==> config.mk <==
export PLATFORM = sky130hd
export DESIGN_NAME = i2cm_cmd_engine
export DESIGN_NICKNAME = d
export VERILOG_FILES = /design/src/rtl/i2cm_cmd_engine.sv
export SDC_FILE = /design/constraint.sdc
export NUM_CORES = 1
export LEC_CHECK = 0
export BUFFER_PORTS_ARGS = -buffer_cell sky130_fd_sc_hd__buf_4
export CORE_MARGIN = 10
export CORE_UTILIZATION = 55
export CTS_CLUSTER_SIZE = 40
export DETAILED_ROUTE_END_ITERATION = 8
export GPL_ROUTABILITY_DRIVEN = 0
export HOLD_SLACK_MARGIN = 0.02
export PLACE_DENSITY = 0.76
export RECOVER_POWER = 50
export SYNTH_ARGS = -nofsm -noshare
export SYNTH_HDL_FRONTEND = slang
export SYNTH_SLANG_ARGS = --single-unit
==> constraint.sdc <==
create_clock -name clk -period 5.3 [get_ports clk]
set_input_delay 0.265 -clock clk [delete_from_list [all_inputs] [get_ports clk]]
set_output_delay 0.265 -clock clk [all_outputs]
set_load 0.01 [all_outputs]
==> src/rtl/i2cm_cmd_engine.sv <==
module i2cm_cmd_engine #(
  parameter int POOL_DEPTH = 8,
  parameter int ADDR_W     = 5
) (
  input  logic              clk,
  input  logic              rst_n,
  input  logic              reg_wr,
  input  logic [ADDR_W-1:0] reg_addr,
  input  logic [31:0]       reg_wdata,
  input  logic [ADDR_W-1:0] rd_addr,
  output logic [31:0]       rd_data,
  input  logic              bus_busy,
  output logic              bus_req,
  output logic [2:0]        bus_op,
  output logic [7:0]        bus_wbyte,
  input  logic              bus_ack,
  input  logic              bus_nak,
  input  logic [7:0]        bus_rbyte,
  output logic [3:0]        xfer_state,
  output logic              seq_active,
  output logic [4:0]        evt_flags
);

  localparam int PIDX_W = (POOL_DEPTH > 1) ? $clog2(POOL_DEPTH) : 1;

  localparam logic [ADDR_W-1:0] A_CTRL = ADDR_W'(0);
  localparam logic [ADDR_W-1:0] A_CMD  = ADDR_W'(1);
  localparam logic [ADDR_W-1:0] A_FLAG = ADDR_W'(2);
  localparam logic [ADDR_W-1:0] A_BYTE = ADDR_W'(3);
  localparam logic [ADDR_W-1:0] A_CNT  = ADDR_W'(4);

  localparam int B_START = 0, B_TX = 1, B_RX = 2, B_LAST = 3, B_STOP = 4, B_TXP = 5, B_RXP = 6;
  localparam int F_ACK = 0, F_NAK = 1, F_RXD = 2, F_STOP = 3, F_ABN = 4;

  localparam logic [2:0] OP_START = 3'd1, OP_SEND = 3'd2, OP_RECV = 3'd3,
                         OP_NACK  = 3'd4, OP_END  = 3'd5;

  localparam logic [3:0] ST_IDLE = 4'd0, ST_ACTIVE = 4'd1, ST_START = 4'd2,
                         ST_RESTART = 4'd3, ST_TXD = 4'd4, ST_RXD = 4'd5, ST_STOP = 4'd6;

  typedef enum logic [3:0] {
    P_IDLE, P_EVAL, P_START, P_TXSEL, P_TX, P_TXEND,
    P_RXSEL, P_RX, P_RXNACK, P_STOP, P_STOPEND
  } phase_t;

  phase_t      phase;
  logic [1:0]  ctrl_en;
  logic [6:0]  cmd_q;
  logic [4:0]  flags, flag_set, flag_clr;
  logic [3:0]  xst;
  logic [7:0]  byte_tx, byte_rx, tx_cnt, rx_cnt, idx;
  logic [7:0]  pool [POOL_DEPTH];

  wire enabled  = |ctrl_en;
  wire wr_cmd   = reg_wr && reg_addr == A_CMD;
  wire wr_flag  = reg_wr && reg_addr == A_FLAG;
  wire pool_wr  = reg_wr && reg_addr[ADDR_W-1];
  wire rx_pend  = cmd_q[B_RX] | cmd_q[B_LAST];
  wire cmd_take = wr_cmd && enabled && phase == P_IDLE;
  wire rx_kick  = wr_flag && reg_wdata[F_RXD] && flags[F_RXD] && rx_pend && phase == P_IDLE;

  wire [7:0] tx_limit  = cmd_q[B_TXP] ? tx_cnt : 8'd1;
  wire [7:0] rx_limit  = cmd_q[B_RXP] ? rx_cnt : 8'd1;
  wire [7:0] addr_byte = cmd_q[B_TXP] ? pool[0] : byte_tx;
  wire [7:0] data_byte = cmd_q[B_TXP] ? pool[idx[PIDX_W-1:0]] : byte_tx;

  wire unused_bits = ^{reg_wdata, reg_addr, rd_addr};

  assign bus_req    = phase inside {P_START, P_TX, P_TXEND, P_RX, P_RXNACK, P_STOPEND};
  assign bus_wbyte  = (phase == P_START) ? addr_byte : (phase == P_TX) ? data_byte : 8'd0;
  assign xfer_state = xst;
  assign seq_active = phase != P_IDLE;
  assign evt_flags  = flags;
  assign flag_clr   = wr_flag ? reg_wdata[4:0] : 5'd0;

  always_comb begin
    case (phase)
      P_START:           bus_op = OP_START;
      P_TX:              bus_op = OP_SEND;
      P_RX:              bus_op = OP_RECV;
      P_RXNACK:          bus_op = OP_NACK;
      P_TXEND, P_STOPEND: bus_op = OP_END;
      default:           bus_op = 3'd0;
    endcase
  end

  always_comb begin
    flag_set = '0;
    case (phase)
      P_START:   if (bus_ack) flag_set[bus_nak ? F_NAK : F_ACK] = 1'b1;
      P_TX:      if (bus_ack && bus_nak) flag_set[F_NAK] = 1'b1;
      P_TXSEL:   if (idx >= tx_limit) flag_set[F_ACK] = 1'b1;
      P_RXSEL:   if (idx >= rx_limit) flag_set[F_RXD] = 1'b1;
      P_STOP:    if (xst != ST_ACTIVE) flag_set[F_ABN] = 1'b1;
      P_STOPEND: if (bus_ack) flag_set[F_STOP] = 1'b1;
      default: ;
    endcase
  end

  always_ff @(posedge clk) begin
    if (!rst_n) flags <= '0;
    else        flags <= (flags & ~flag_clr) | flag_set;
  end

  always_ff @(posedge clk) begin
    if (phase == P_RX && bus_ack && cmd_q[B_RXP])
      pool[idx[PIDX_W-1:0]] <= bus_rbyte;
    else if (pool_wr)
      pool[reg_addr[PIDX_W-1:0]] <= reg_wdata[7:0];
  end

  always_ff @(posedge clk) begin
    if (!rst_n) begin
      phase   <= P_IDLE;
      ctrl_en <= '0;
      cmd_q   <= '0;
      xst     <= ST_IDLE;
      byte_tx <= '0;
      byte_rx <= '0;
      tx_cnt  <= '0;
      rx_cnt  <= '0;
      idx     <= '0;
    end else begin
      if (reg_wr && reg_addr == A_CTRL) ctrl_en <= reg_wdata[1:0];
      if (reg_wr && reg_addr == A_BYTE && phase == P_IDLE) byte_tx <= reg_wdata[7:0];
      if (reg_wr && reg_addr == A_CNT && phase == P_IDLE) begin
        tx_cnt <= reg_wdata[7:0];
        rx_cnt <= reg_wdata[15:8];
      end
      case (phase)
        P_IDLE: begin
          if (cmd_take) begin
            cmd_q <= reg_wdata[6:0];
            idx   <= '0;
            phase <= P_EVAL;
          end else if (rx_kick) begin
            phase <= P_EVAL;
          end
        end
        P_EVAL: begin
          if (cmd_q[B_START]) begin
            xst   <= (xst == ST_ACTIVE) ? ST_RESTART : ST_START;
            phase <= P_START;
          end else if (cmd_q[B_TX]) begin
            xst   <= ST_TXD;
            phase <= P_TXSEL;
          end else if (rx_pend && !flags[F_RXD]) begin
            xst   <= ST_RXD;
            idx   <= '0;
            phase <= P_RXSEL;
          end else if (cmd_q[B_STOP]) begin
            phase <= P_STOP;
          end else begin
            phase <= P_IDLE;
          end
        end
        P_START: if (bus_ack) begin
          cmd_q[B_START] <= 1'b0;
          xst <= ST_ACTIVE;
          if (cmd_q[B_TXP] && tx_cnt != 8'd1) idx <= 8'd1;
          else cmd_q[B_TX] <= 1'b0;
          phase <= P_EVAL;
        end
        P_TXSEL: begin
          if (idx < tx_limit) begin
            phase <= P_TX;
          end else begin
            cmd_q[B_TX]  <= 1'b0;
            cmd_q[B_TXP] <= 1'b0;
            xst   <= ST_ACTIVE;
            phase <= P_EVAL;
          end
        end
        P_TX: if (bus_ack) begin
          if (bus_nak) begin
            phase <= P_TXEND;
          end else begin
            idx   <= idx + 8'd1;
            phase <= P_TXSEL;
          end
        end
        P_TXEND: if (bus_ack) begin
          cmd_q[B_TX]  <= 1'b0;
          cmd_q[B_TXP] <= 1'b0;
          xst   <= ST_ACTIVE;
          phase <= P_EVAL;
        end
        P_RXSEL: begin
          if (idx < rx_limit) begin
            phase <= P_RX;
          end else begin
            if (cmd_q[B_RXP]) rx_cnt <= idx;
            cmd_q[B_RXP] <= 1'b0;
            if (cmd_q[B_LAST]) begin
              phase <= P_RXNACK;
            end else begin
              cmd_q[B_RX] <= 1'b0;
              xst   <= ST_ACTIVE;
              phase <= P_EVAL;
            end
          end
        end
        P_RX: if (bus_ack) begin
          if (!cmd_q[B_RXP]) byte_rx <= bus_rbyte;
          idx   <= idx + 8'd1;
          phase <= P_RXSEL;
        end
        P_RXNACK: if (bus_ack) begin
          cmd_q[B_RX]   <= 1'b0;
          cmd_q[B_LAST] <= 1'b0;
          xst   <= ST_ACTIVE;
          phase <= P_EVAL;
        end
        P_STOP: begin
          if (xst == ST_ACTIVE) begin
            xst   <= ST_STOP;
            phase <= P_STOPEND;
          end else begin
            cmd_q[B_STOP] <= 1'b0;
            xst   <= ST_IDLE;
            phase <= P_EVAL;
          end
        end
        P_STOPEND: if (bus_ack) begin
          cmd_q[B_STOP] <= 1'b0;
          xst   <= ST_IDLE;
          phase <= P_EVAL;
        end
        default: phase <= P_IDLE;
      endcase
    end
  end

  always_comb begin
    case (rd_addr)
      A_CTRL:  rd_data = {30'd0, ctrl_en};
      A_CMD:   rd_data = {8'd0, xst, 3'd0, bus_busy, 9'd0, cmd_q};
      A_FLAG:  rd_data = {27'd0, flags};
      A_BYTE:  rd_data = {16'd0, byte_rx, byte_tx};
      A_CNT:   rd_data = {16'd0, rx_cnt, tx_cnt};
      default: rd_data = rd_addr[ADDR_W-1] ? {24'd0, pool[rd_addr[PIDX_W-1:0]]} : 32'd0;
    endcase
  end


  cmd_gate_chk: assert property (@(posedge clk) disable iff (!rst_n)
    (wr_cmd && !enabled && phase == P_IDLE) |=> $stable(cmd_q));


  start_state_chk: assert property (@(posedge clk) disable iff (!rst_n)
    (bus_req && bus_op == OP_START) |-> (xst == ST_START || xst == ST_RESTART));


  tx_nak_end_chk: assert property (@(posedge clk) disable iff (!rst_n)
    (bus_req && bus_op == OP_SEND && bus_ack && bus_nak) |=> (bus_req && bus_op == OP_END));


  rx_hold_chk: assert property (@(posedge clk) disable iff (!rst_n)
    (bus_req && bus_op == OP_RECV) |-> !flags[F_RXD]);


  stop_idle_chk: assert property (@(posedge clk) disable iff (!rst_n)
    $rose(flags[F_ABN]) |-> (xst == ST_IDLE && !bus_req));


  state_range_chk: assert property (@(posedge clk) disable iff (!rst_n)
    xst <= ST_STOP);

endmodule

Yosys cells after proc, flatten, opt, wreduce, memory -nomap -nowiden
Memory sizes are Yosys's and may differ from the RTL's. A register that Yosys moved wholly into a read port is not among the register bits.
Cells that the tools add are included.
{ "totals": {"reg_bits": 62, "mem_bits_rw": 64, "input_bits": 56, "out_inout_bits": 54, "elab_cells": 212, "memories": 1} }
{ "classes": {"add_sub_neg": 1, "order_cmp": 6, "eq_ne": 42, "n_mux": 90, "bitwise_logic": 5, "n_reduce_logical": 51} }
{ "memory_table": {"columns": ["name", "depth", "word_bits", "rd", "rd_clocked_by_memory_dff", "write_ports", "line_no", "text"], "rows": [
  ["pool", 8, 8, 3, 1, 1, "52", "logic [7:0] pool [POOL_DEPTH];"]
]} }
{ "ops": {"columns": ["cell", "count"], "rows": [
  ["2-to-1 mux 8 bit", 21],
  ["case mux 24 bit (5 select lines)", 1],
  ["2-to-1 mux 4 bit", 19],
  ["case mux 8 bit (5 select lines)", 1],
  ["!= test 2 bit, second input constant", 16],
  ["case mux 4 bit (8 select lines)", 1],
  ["case mux 4 bit (6 select lines)", 1],
  ["2-to-1 mux 1 bit", 21],
  ["equality test 5 x 2 -> 1 bit, second input constant", 4],
  ["logical AND 1 bit", 20],
  ["2-to-1 mux 3 bit", 6],
  ["equality test 4 x 3 -> 1 bit, second input constant", 4],
  [">= comparator 8 bit", 2],
  ["< comparator 8 bit", 2],
  ["case mux 1 bit (2 select lines)", 8],
  ["case mux 3 bit (5 select lines)", 1],
  ["equality test 4 bit, second input constant", 3],
  ["AND reduction 3 bit", 4],
  ["AND reduction 4 bit", 3],
  ["nonzero test 6 bit", 2],
  ["equality test 5 x 1 -> 1 bit, second input constant", 2],
  ["equality test 5 x 3 -> 1 bit, second input constant", 2],
  ["logical NOT 5 bit", 2],
  ["2-to-1 mux 5 bit", 2],
  ["other kinds (34)", 47]
]} }

Depth between registers and ports, before layout
Gate-level depths: netlist (run 1).
{ "depth": {"ltp_word": 9, "mapped_depth": 10, "depth_no_buf": 8} }

Worst setup path after synthesis (run 1)
No wires, ideal clock.
{ "synth_timing": {"path_kind": "reg-to-reg", "from": "reg cmd_q[6]", "to": "reg rx_cnt[2]", "setup_time_ps": 86, "arrival_time_ps": 2264, "required_time_ps": 5214, "slack_ps": 2950, "path_stages_with_launch": 11, "path_buffers": 2, "period_less_slack_ps": 2350, "path_cell_list": "dfxtp_1 -> clkbuf_1 -> nand2_1 -> ha_1 -> nor2b_1 -> o211ai_1 -> a21oi_1 -> o211ai_2 -> buf_2 -> nor2_1 -> a211oi_1"} }
{ "synth_between": {"elab_chain_cells": 4, "word_cells_on_any_way": 5, "cone_classes": "order compare: 1; mux: 4"} }
{ "synth_lines": {"columns": ["element", "line_no", "text"], "rows": [
  ["start, declared", "48", "logic [6:0] cmd_q;"],
  ["start signal, assigned", "133", "cmd_q <= reg_wdata[6:0];"],
  ["2-to-1 mux 8 bit", "63", "wire [7:0] rx_limit = cmd_q[B_RXP] ? rx_cnt : 8'd1;"],
  ["< comparator 8 bit", "189", "if (idx < rx_limit) begin"],
  ["2-to-1 mux 8 bit *", "189", null],
  ["2-to-1 mux 8 bit *", "130", "case (phase)"],
  ["end signal, assigned", "128", "rx_cnt <= reg_wdata[15:8];"],
  ["end signal, assigned", "192", "if (cmd_q[B_RXP]) rx_cnt <= idx;"],
  ["end, declared", "51", "logic [7:0] byte_tx, byte_rx, tx_cnt, rx_cnt, idx;"]
]} }
Every way passes the cells marked *; elsewhere a longest branch is shown, timed or not.
A chain may end at the register's enable or synchronous reset.

Worst setup path in the final report (run 1)
{ "layout_timing": {"from": "reg phase[3]", "to": "mem pool[3][7] (enable)"} }
{ "layout_between": {"elab_chain_cells": 7, "word_cells_on_any_way": 10, "cone_classes": "eq/ne: 1; mux: 6; reduce/logical: 3"} }
{ "layout_lines": {"columns": ["element", "line_no", "text"], "rows": [
  ["start, declared", "46", "phase_t phase;"],
  ["start signal, assigned", "114", "phase <= P_IDLE;"],
  ["start signal, assigned", "135", "phase <= P_EVAL;"],
  ["start signal, assigned", "137", "phase <= P_EVAL;"],
  ["equality test 4 x 3 -> 1 bit *", "106", "if (phase == P_RX && bus_ack && cmd_q[B_RXP])"],
  ["logical AND 1 bit * (2 in a row)", "106", null],
  ["2-to-1 mux 1 bit", "106", null],
  ["2-to-1 mux 1 bit (implied by the code)", "109", "pool[reg_addr[PIDX_W-1:0]] <= reg_wdata[7:0];"],
  ["OR reduction 8 bit (no line)", null, null],
  ["2-to-1 mux 3 bit (no line) / 2-to-1 mux 1 bit (equally long branches)", null, null],
  ["end, declared", "52", null]
]} }
Marked as above.

==> key figures, run 1 <==
Run status
  • Failing checks: capacitance limit, slew limit
  • Status: complete, but fails checks

CTS
  • Latest clock arrival within the worst-skew pair: 0.43 ns
  • Post-CTS Setup Inserts: 0
  • Hold_buf cts: 0
  • Worst-path clk slew: 0.06 ns
  • Clock buffer depth: 2
  • TritonCTS buffer count: 17
  • # H-tree levels: 4
  • Root Driver: clkbuf_16
  • Clock sink count: 128
  • CTS tree: done
  • PostCTS Resize Cnt: 0

Timing
  • Worst Slack Setup Final: 1.56 ns
  • Final slew viol count: 9
  • Max Fclk: 267 MHz
  • Max transition margin: -0.0425
  • RSZ-0062 raised after global routing: no
  • Tightest Pin Transition: about 1.6 ns
  • Min Tclk post-route: 3.74 ns
  • Layout Skew: 0.00648 ns
  • # setup viols final: 0
  • Final Hold Violating Endpoints: 0
  • Period utilization: 0.706
  • Setup TNS Final: 0 ns

Layout
  • Final #Nets: between 800 and 900
  • N_diodes: 0
  • Most frequent cells in the layout: 78 x nor2_1, 72 x nand2_1, 64 x dfxtp_1, 64 x edfxtp_1, 50 x buf_4
  • Layout area overhead: 13.8%
  • Layout cells sized above 1: 0.172
  • Fill cells: 1092
  • Final Util: 0.639
  • Most common cell after layout, fill and taps aside: nor2_1

Die
  • Initial Utilization: 0.561
  • Die Span X: 136 um
  • Core ar.: around 13000 um2
  • Io pins: 110
  • Core Rows: between 40 and 50
  • Die Area: 18600 um2
  • Chip height: 136 um

Route
  • DRC violations left: 0
  • Total wire length: 21.8 mm
  • Drt wl/cell: approximately 23 um
  • Via density: 6.58
  • Post-DRT Antenna Nets: 0
  • Initial drt markers: about 900
  • Drt pass-1 iters: 7
  • Vias: 6293

Synth
  • Ys flop type: edfxtp_1
  • #FFs+latches synth: roughly 130
  • Register area share after synthesis: 0.431
  • Avg Cell Area, Syn: around 10 um2
  • Yosys warnings: 0
  • Post-synth EDFFs: 64
  • Syn Inst Count: 710
  • Post-synthesis cell type count: 69
  • Cell Area, Synth: approximately 7400 um2
  • Ys async rst share: 0

Power and ir drop
  • Peak supply drop: 0.280 mV
  • Cell leakage power: 3.23 nW
  • PwrDens: 332 nW/um2

Place
  • Buffers on Ports: 80
  • Pre-CTS WS: ~1.7 ns
  • Detailed placement HPWL: 15.6 mm

Global route
  • Vias in the first global route: a little over 6k
  • Initial antenna violation count: 0
  • Global-route wire length before repair: 33.6 mm
  • Global Route Usage Sum: 0.237
  • Grt ovf: 0
  • Largest net degree at the start of global routing: 50

Worst setup path
  • Startpoint Class: flip-flop
  • CP delay by family, top: simple AND/OR/NAND/NOR gates
  • Worst Setup End Kind: flip-flop
  • CP Class: flip-flop to flip-flop
  • CP peak stage delay: 1.01 ns
  • CP arrival: between 3 and 4 ns
  • Worst-path maximum fanout: 19
  • Slowest-stage cell, CP: nor2b_1
  • Buf/Inv on CP: 0
  • Worst EP required: approximately 5.4 ns
  • CP cell instances: and2b_1 -> nand4_1 -> nor2b_1 -> a21oi_1 -> nor2_1

Job
  • Max-capacitance violation count: 1

Hold path
  • Hold WC Path Type: primary input to flip-flop
==> area by class of cell <==
type / count / area (um2) / share of cell area
Multi-Input combinational cell: 524 / 3860 / 0.456
Sequential cell: 128 / 3200 / 0.379
Clock buffer: 22 / 507 / 0.0599
Timing Repair Buffer: 81 / 492 / 0.0581
Tap cell: 176 / 220 / 0.0260
Clock inverter: 10 / 120 / 0.0142
Inverter: 15 / 56.3 / 0.00666
==> worst paths after layout <==
path | from | to | slack (ns) | cells past startpoint
min | bus_rbyte[7] | byte_rx[7] | 0.09 | 3
min reg2reg | ctrl_en[1] | ctrl_en[1] | 0.47 | 2
max | phase[3] | pool[3][7] | 1.56 | 5
max reg2reg | phase[3] | pool[3][7] | 1.56 | 5
==> through the flow <==
stage / cells / cell area, um2 / hold slack (ns) / total power (W)
6_report: 956 / 8460 / 0.0941 / 0.00281
2_1_floorplan: 722 / 7480 / 0.401 / 0.00148
3_3_place_gp: 924 / 8030 / 0.458 / 0.00160
3_5_place_dp: 924 / 8030 / 0.463 / 0.00161
4_1_cts: 956 / 8650 / 0.0828 / 0.00283
5_1_grt: 956 / 8460 / 0.101 / 0.00291
==> power breakdown <==
| part | internal, W | switching (W) | total (W) |
|---|---|---|---|
| clock network | 0.000776 | 0.000448 | 0.00122 |
| logic | 0.000190 | 0.000249 | 0.000439 |
| registers | 0.00107 | 0.0000782 | 0.00115 |
| total | 0.00204 | 0.000775 | 0.00281 |
==> registers in the layout, summed over array words and instances, names as in the netlist, 4 cells and up, named ones only <==
name	flops
byte_rx	8
byte_tx	8
cmd_q	7
evt_flags	5
idx	8
phase	4
pool	64
rx_cnt	8
tx_cnt	8
==> layer usage <==
layer	track usage	wire, um	vias up
met2	0.402	10900	337
li1	-	-	2785
met5	0	0	-
met4	0.0959	766	0
met3	0.0723	1990	76
met1	0.273	8170	3095
==> cell usage after synthesis (13+ instances only) <==
library cell	n	area [um2]
inv_1	14	52.6
dfxtp_1	64	1280
edfxtp_1	64	1920
a211oi_1	13	97.6
buf_2	17	85.1
nand2_1	72	270
ha_1	17	213
a21oi_1	29	145
o21ai_0	31	155
mux4_2	34	766
nand3_1	16	80.1
buf_4	14	105
clkbuf_1	19	71.3
mux2i_1	45	450
mux2_2	19	214
nor2_1	76	285
==> worst reg2reg max path: cells and delay by family (launching register included) <==
family / cells / cell delay [ns]
flops: 1 / 0.76
compound gates: 1 / 0.21
simple gates: 4 / 2.40
==> kinds of logic (layout without fill, tap and decap cells) <==
kind of cell    count (synthesis)  count (layout)  share of synthesized area
compound gates                155             155                      0.144
fa+ha+maj                      17              17                     0.0286
buf+inv                        70             128                     0.0453
flops                         128             128                      0.431
mux                            99              99                      0.194
other cells                     1              13                   0.000504
simple gates                  240             240                      0.157
Note: power is estimated with default switching activity, not from simulation.
==> run 2, diff against run 1 <==
--- a/config.mk
+++ b/config.mk
@@ -7,7 +7,7 @@
 export LEC_CHECK = 0
 export BUFFER_PORTS_ARGS = -buffer_cell sky130_fd_sc_hd__buf_4
 export CORE_MARGIN = 10
-export CORE_UTILIZATION = 55
+export CORE_UTILIZATION = 52
 export CTS_CLUSTER_SIZE = 40
 export DETAILED_ROUTE_END_ITERATION = 8
 export GPL_ROUTABILITY_DRIVEN = 0
==> constraint.sdc (replaced) <==
create_clock -name clk -period 3.3 [get_ports clk]
set_input_delay 0.165 -clock clk [delete_from_list [all_inputs] [get_ports clk]]
set_output_delay 0.165 -clock clk [all_outputs]
set_load 0.01 [all_outputs]
==> key figures, run 2 (synthesis gave the netlist of run 1 again) <==
Timing
  • Hold slack: 0.0243 ns (-0.0698 ns)
  • Tightest Pin Transition: 2.28 ns (+0.726 ns)
  • Layout Skew: 0.0156 ns (+0.00908 ns)
  • Worst Slack Setup Final: 0.298 ns (-1.26 ns)
  • Final Hold Violating Endpoints: 0 (unchanged)
  • Max Fclk: 333 MHz (+25%)
  • # setup viols final: 0 (unchanged)
  • RSZ-0062 raised after global routing: no
  • Period utilization: 0.910 (+0.203)
  • Setup TNS Final: 0 ns (unchanged)
  • Min Tclk post-route: 3.00 ns (-0.742 ns)
  • Max transition margin: -0.519 (-0.476)
  • Final slew viol count: 49 (+40)

Route
  • Total wire length: 22.5 mm (+3.2%)
  • DRC violations left: 0 (unchanged)
  • Vias: 6390 (+1.5%)
  • Initial drt markers: 685 (-24%)
  • Post-DRT Antenna Nets: 0 (unchanged)
  • Drt wl/cell: 22.9 um (+0.12%)
  • Via density: 6.49 (-1.4%)
  • Drt pass-1 iters: 6 (-1)

Die
  • Initial Utilization: 0.534 (-0.0279)
  • Core Rows: 43 (+2.4%)
  • Io pins: 110 (unchanged)
  • Chip height: 140 um (+2.4%)
  • Die Area: 19500 um2 (+4.9%)
  • Core ar.: 13900 um2 (+5.2%)
  • Die Span X: 140 um (+2.4%)

Layout
  • Reg area: 3200 um2 (unchanged)
  • Final #Nets: 865 (+3.0%)
  • Most frequent cells in the layout: 76 x nor2_1, 72 x nand2_1, 70 x buf_4, 64 x dfxtp_1, 64 x edfxtp_1
  • N_diodes: 0 (unchanged)
  • Fill cells: 1121 (+2.7%)
  • Max reg flops: 64 (unchanged)
  • Multi-input logic area: 3930 um2 (+1.8%)
  • Layout area overhead: 17.7%
  • Most common cell after layout, fill and taps aside: nor2_1
  • Layout cells sized above 1: 0.204 (+0.0319)

CTS
  • Root Driver: clkbuf_16
  • TritonCTS buffer count: 17 (unchanged)
  • Clock sink count: 128 (unchanged)
  • Latest clock arrival within the worst-skew pair: 0.44 ns (about the same)
  • # H-tree levels: 4 (unchanged)
  • Worst-path clk slew: 0.06 ns (about the same)
  • CTS tree: done
  • Clock buffer depth: 2 (unchanged)

Worst setup path
  • CP Class: flip-flop to flip-flop
  • Worst EP required: 3.46 ns (-1.89 ns)
  • Worst Setup End Kind: flip-flop
  • Reg2reg path depth: 9 (+4)
  • Startpoint Class: flip-flop
  • CP arrival: 3.16 ns (-0.63 ns)
  • Worst-path maximum fanout: 13 (-6)

Run status
  • Failing checks: capacitance limit, slew limit
  • Status: complete, but fails checks

Job
  • Max-capacitance violation count: 1 (unchanged)

Global route
  • Global-route wire length before repair: 35.0 mm (+4.1%)
  • Global Route Usage Sum: 0.225 (-0.0118)
  • Largest net degree at the start of global routing: 49 (-2.0%)
  • Vias in the first global route: 6330 (+3.3%)
  • Initial antenna violation count: 0 (unchanged)
  • Grt ovf: 0 (unchanged)

Power and ir drop
  • Logic pwr share: 0.175 (+0.019)
  • Cell internal pwr: 0.00332 W (+63%)
  • Switching share of power: 0.279 (+0.00321)
  • PwrDens: 527 nW/um2 (+59%)
  • Switch Pwr: 0.00129 W (+66%)
  • Clock Power Share: 0.438 (+0.003)
  • Cell leakage power: 3.38 nW (+4.8%)
  • Seq pwr share: 0.387 (-0.021)
  • Peak supply drop: 0.576 mV (+110%)

Place
  • Buffers on Ports: 80 (unchanged)
  • Pre-CTS WS: 0.856 ns (-0.823 ns)
  • Detailed placement HPWL: 16.2 mm (+3.5%)

Hold path
  • Hold depth: 3 (unchanged)
  • Hold WC Path Type: primary input to flip-flop
run 2: cell types whose count changed in the layout (fill, tap and decap cells not counted), moves of 3 or more:
| cell | change |
|---|---|
| buf_4 | +20 |
| clkbuf_1 | -3 |
| clkinvlp_4 | -3 |
| dlygate4sd3_1 | +7 |
| inv_6 | +4 |
run 2: power groups by stage:
stage | registers [W] | clock network [W] | logic, W
final | 0.00178 | 0.00202 | 0.000808
after global placement | 0.00181 | 0 | 0.000780
after floorplan | 0.00178 | 0 | 0.000596
after detailed placement | 0.00181 | 0 | 0.000793
after CTS | 0.00178 | 0.00203 | 0.000805
after global routing | 0.00179 | 0.00210 | 0.000868
run 2: worst paths after layout:
| check | startpoint | endpoint | slack [ns] |
|---|---|---|---|
| max | phase[0] | idx[0] | 0.30 |
| min | bus_rbyte[5] | byte_rx[5] | 0.02 |
| max reg2reg | phase[0] | idx[0] | 0.30 |
| min reg2reg | ctrl_en[1] | ctrl_en[1] | 0.48 |
run 2: metrics by stage:
stage / util / std cells / power, W / cell area (um2)
after CTS: 0.636 / 985 / 0.00461 / 8870
after global placement: 0.586 / 946 / 0.00259 / 8170
final: 0.628 / 985 / 0.00461 / 8750
after global routing: 0.628 / 985 / 0.00475 / 8750
after floorplan: - / 722 / 0.00237 / 7480
after detailed placement: 0.586 / 946 / 0.00260 / 8170
run 2: metal layers:
metal | routed length, um | GRT usage
met1 | 8420 | 0.258
met2 | 11300 | 0.389
met3 | 1980 | 0.0558
met4 | 857 | 0.101
met5 | 0 | 0
run 2: final cells by class:
| cell class | instances | share of cell area |
|---|---|---|
| tap | 180 | 0.0257 |
| timing repair buffer | 106 | 0.0805 |
| inverter | 15 | 0.00644 |
| multi-input combinational | 524 | 0.449 |
| clock inverter | 15 | 0.0233 |
| clock buffer | 17 | 0.0486 |
| sequential | 128 | 0.366 |
run 2: timing repair:
item,CTS,global route
gates resized for setup,0,0
setup endpoints to repair,0,0
setup buffers,0,0
hold buffers,7,0
endpoints found under the hold margin,8,0
run 2: worst max-delay path, cell delays in order, from the launching register on:
cell and delay [ns]:
dfxtp_1 0.57, clkbuf_1 0.53, or2_0 0.48, nor2_4 0.11
inv_2 0.13, a31oi_2 0.11, nor2_2 0.29, nand3_2 0.15
a221oi_1 0.24, a211oi_1 0.13
==> run 3, diff against run 2 <==
--- a/config.mk
+++ b/config.mk
@@ -12,7 +12,7 @@
 export DETAILED_ROUTE_END_ITERATION = 8
 export GPL_ROUTABILITY_DRIVEN = 0
 export HOLD_SLACK_MARGIN = 0.02
-export PLACE_DENSITY = 0.76
+export PLACE_DENSITY = 0.77
 export RECOVER_POWER = 50
 export SYNTH_ARGS = -nofsm -noshare
 export SYNTH_HDL_FRONTEND = slang
==> key figures, run 3 (synthesis gave the netlist of run 1 again) <==
Run status
  • Status: completed

Timing
  • Max Fclk: 331 MHz (-0.58%)
  • Setup TNS Final: 0 ns (unchanged)
  • Period utilization: 0.915 (+0.00530)
  • Tightest Pin Transition: 1.45 ns (-0.827 ns)
  • # setup viols final: 0 (unchanged)
  • Max transition margin: 0.0254 (+0.544)
  • Final slew viol count: 0 (-100%)
  • Hold slack: 0.0328 ns (+0.00855 ns)
  • Final Hold Violating Endpoints: 0 (unchanged)
  • Layout Skew: 0.00820 ns (-0.00736 ns)
  • Worst Slack Setup Final: 0.280 ns (-0.0175 ns)
  • Min Tclk post-route: 3.02 ns (+0.0175 ns)
  • RSZ-0062 raised after global routing: no

CTS
  • TritonCTS buffer count: 17 (unchanged)
  • Worst-path clk slew: 0.06 ns (about the same)
  • Latest clock arrival within the worst-skew pair: 0.43 ns (about the same)
  • Clock buffer depth: 2 (unchanged)
  • Clock sink count: 128 (unchanged)
  • Root Driver: clkbuf_16
  • # H-tree levels: 4 (unchanged)
  • CTS tree: done

Worst setup path
  • Worst-path maximum fanout: 15 (+2)
  • Reg2reg path depth: 7 (-2)
  • Startpoint Class: flip-flop
  • CP Class: flip-flop to output pin
  • Reg2reg start: cmd_q[6]
  • CP arrival: 2.85 ns (-0.31 ns)
  • Reg-to-reg endpoint: phase[0]
  • Worst EP required: 3.13 ns (-0.33 ns)
  • R2R setup slack: 0.30 ns (about the same)
  • CP cell instances: nand2b_1 -> a21oi_1 -> and2_0 -> nor2b_1 -> nand2_1 -> o21ai_0 -> buf_4
  • CP delay by family, top: simple AND/OR/NAND/NOR gates
  • Worst Setup End Kind: output pin
  • Slowest-stage cell, CP: dfxtp_1
  • Buf/Inv on CP: 1 (-1)
  • CP peak stage delay: 0.65 ns (+0.08 ns)

Place
  • Detailed placement HPWL: 16.4 mm (+1.1%)
  • Buffers on Ports: 80 (unchanged)
  • Dpl cell area: 8150 um2 (-0.28%)
  • Pre-CTS WS: 0.548 ns (-0.308 ns)

Die
  • Initial Utilization: 0.534 (unchanged)
  • Die Span X: 140 um (unchanged)
  • Core Rows: 43 (unchanged)
  • Io pins: 110 (unchanged)
  • Chip height: 140 um (unchanged)
  • Core ar.: 13900 um2 (unchanged)
  • Die Area: 19500 um2 (unchanged)

Power and ir drop
  • PwrDens: 531 nW/um2 (+0.87%)
  • Cell leakage power: 3.34 nW (-1.3%)
  • Peak supply drop: 0.493 mV (-15%)

Layout
  • Max reg flops: 64 (unchanged)
  • N_diodes: 0 (unchanged)
  • Most common cell after layout, fill and taps aside: nor2_1
  • Most frequent cells in the layout: 78 x nor2_1, 72 x nand2_1, 64 x dfxtp_1, 64 x buf_4, 64 x edfxtp_1
  • Layout cells sized above 1: 0.191 (-0.0130)
  • Layout area overhead: 16.5%
  • Final #Nets: 862 (-0.35%)
  • Cell area after layout: 8660 um2 (-0.97%)

Route
  • DRC violations left: 0 (unchanged)
  • Via density: 6.42 (-1.0%)
  • Initial drt markers: 737 (+7.6%)
  • Total wire length: 22.6 mm (+0.39%)
  • Drt wl/cell: 23.0 um (+0.69%)
  • Drt pass-1 iters: 6 (unchanged)
  • Vias: 6307 (-1.3%)
  • Post-DRT Antenna Nets: 0 (unchanged)

Global route
  • Vias in the first global route: 6373 (+0.68%)
  • Global Route Usage Sum: 0.230 (+0.00462)
  • Initial antenna violation count: 0 (unchanged)
  • Global-route wire length before repair: 35.6 mm (+1.7%)
  • Largest net degree at the start of global routing: 49 (unchanged)
  • Grt ovf: 0 (unchanged)

Hold path
  • Hold path startpoint: bus_rbyte[0]
  • Hold WC Path Type: primary input to flip-flop
  • Hold depth: 3 (unchanged)
  • WHS Endpoint: byte_rx[0]

Job
  • Max-capacitance violation count: 0 (-1)
## run 3: worst max path at each step
stage             start      endpoint  slack (ns)  depth (start not counted)
6_report       phase[2]  bus_wbyte[2]        0.28                          7
3_3_place_gp   cmd_q[6]      phase[0]        0.67                          8
5_1_grt        phase[2]  bus_wbyte[2]        0.08                          7
2_1_floorplan  cmd_q[6]     rx_cnt[2]        0.95                         10
3_5_place_dp   cmd_q[6]      phase[0]        0.55                          7
4_1_cts        phase[2]  bus_wbyte[2]        0.37                          7
## run 3: through the flow
stage	total power (W)	instances	util
global route	0.00478	982	0.622
floorplan	0.00237	722	-
detailed placement	0.00261	943	0.585
finish	0.00460	982	0.622
CTS	0.00463	982	0.635
global placement	0.00258	943	0.585
## run 3: metal layers
layer / global-route usage / up-vias / share of wire
li1: - / 2828 / -
met1: 0.268 / 3035 / 0.38
met3: 0.0612 / 86 / 0.078
met5: 0 / - / 0
met2: 0.387 / 358 / 0.49
met4: 0.106 / 0 / 0.043
## run 3: power by group
part	switching [W]	internal, W
combinational	0.000469	0.000328
clock	0.000759	0.00127
sequential	0.0000589	0.00172
total	0.00129	0.00332
## run 3: timing repair
action,CTS,global route
gates resized for setup,0,0
hold endpoints to repair,10,0
setup buffers,0,0
hold buffers,7,0
## run 3: worst register-to-register path, cell delays in order, from the launching register on
cell and delay [ns]:
dfxtp_1 0.71, nand2_1 0.18, ha_1 0.36, a21oi_1 0.16, o21ai_0 0.29, nor4_1 0.83
nor4_1 0.21, o22ai_1 0.17
## run 3: cell type report
cell class / instances / area, um2
inverters: 15 / 56.3
well taps: 180 / 225
clock buffers: 17 / 425
repair buffers: 103 / 672
fillers: 1137 / 5270
multi-input cells: 524 / 3880
flip-flops and latches: 128 / 3200
clock inverters: 15 / 205
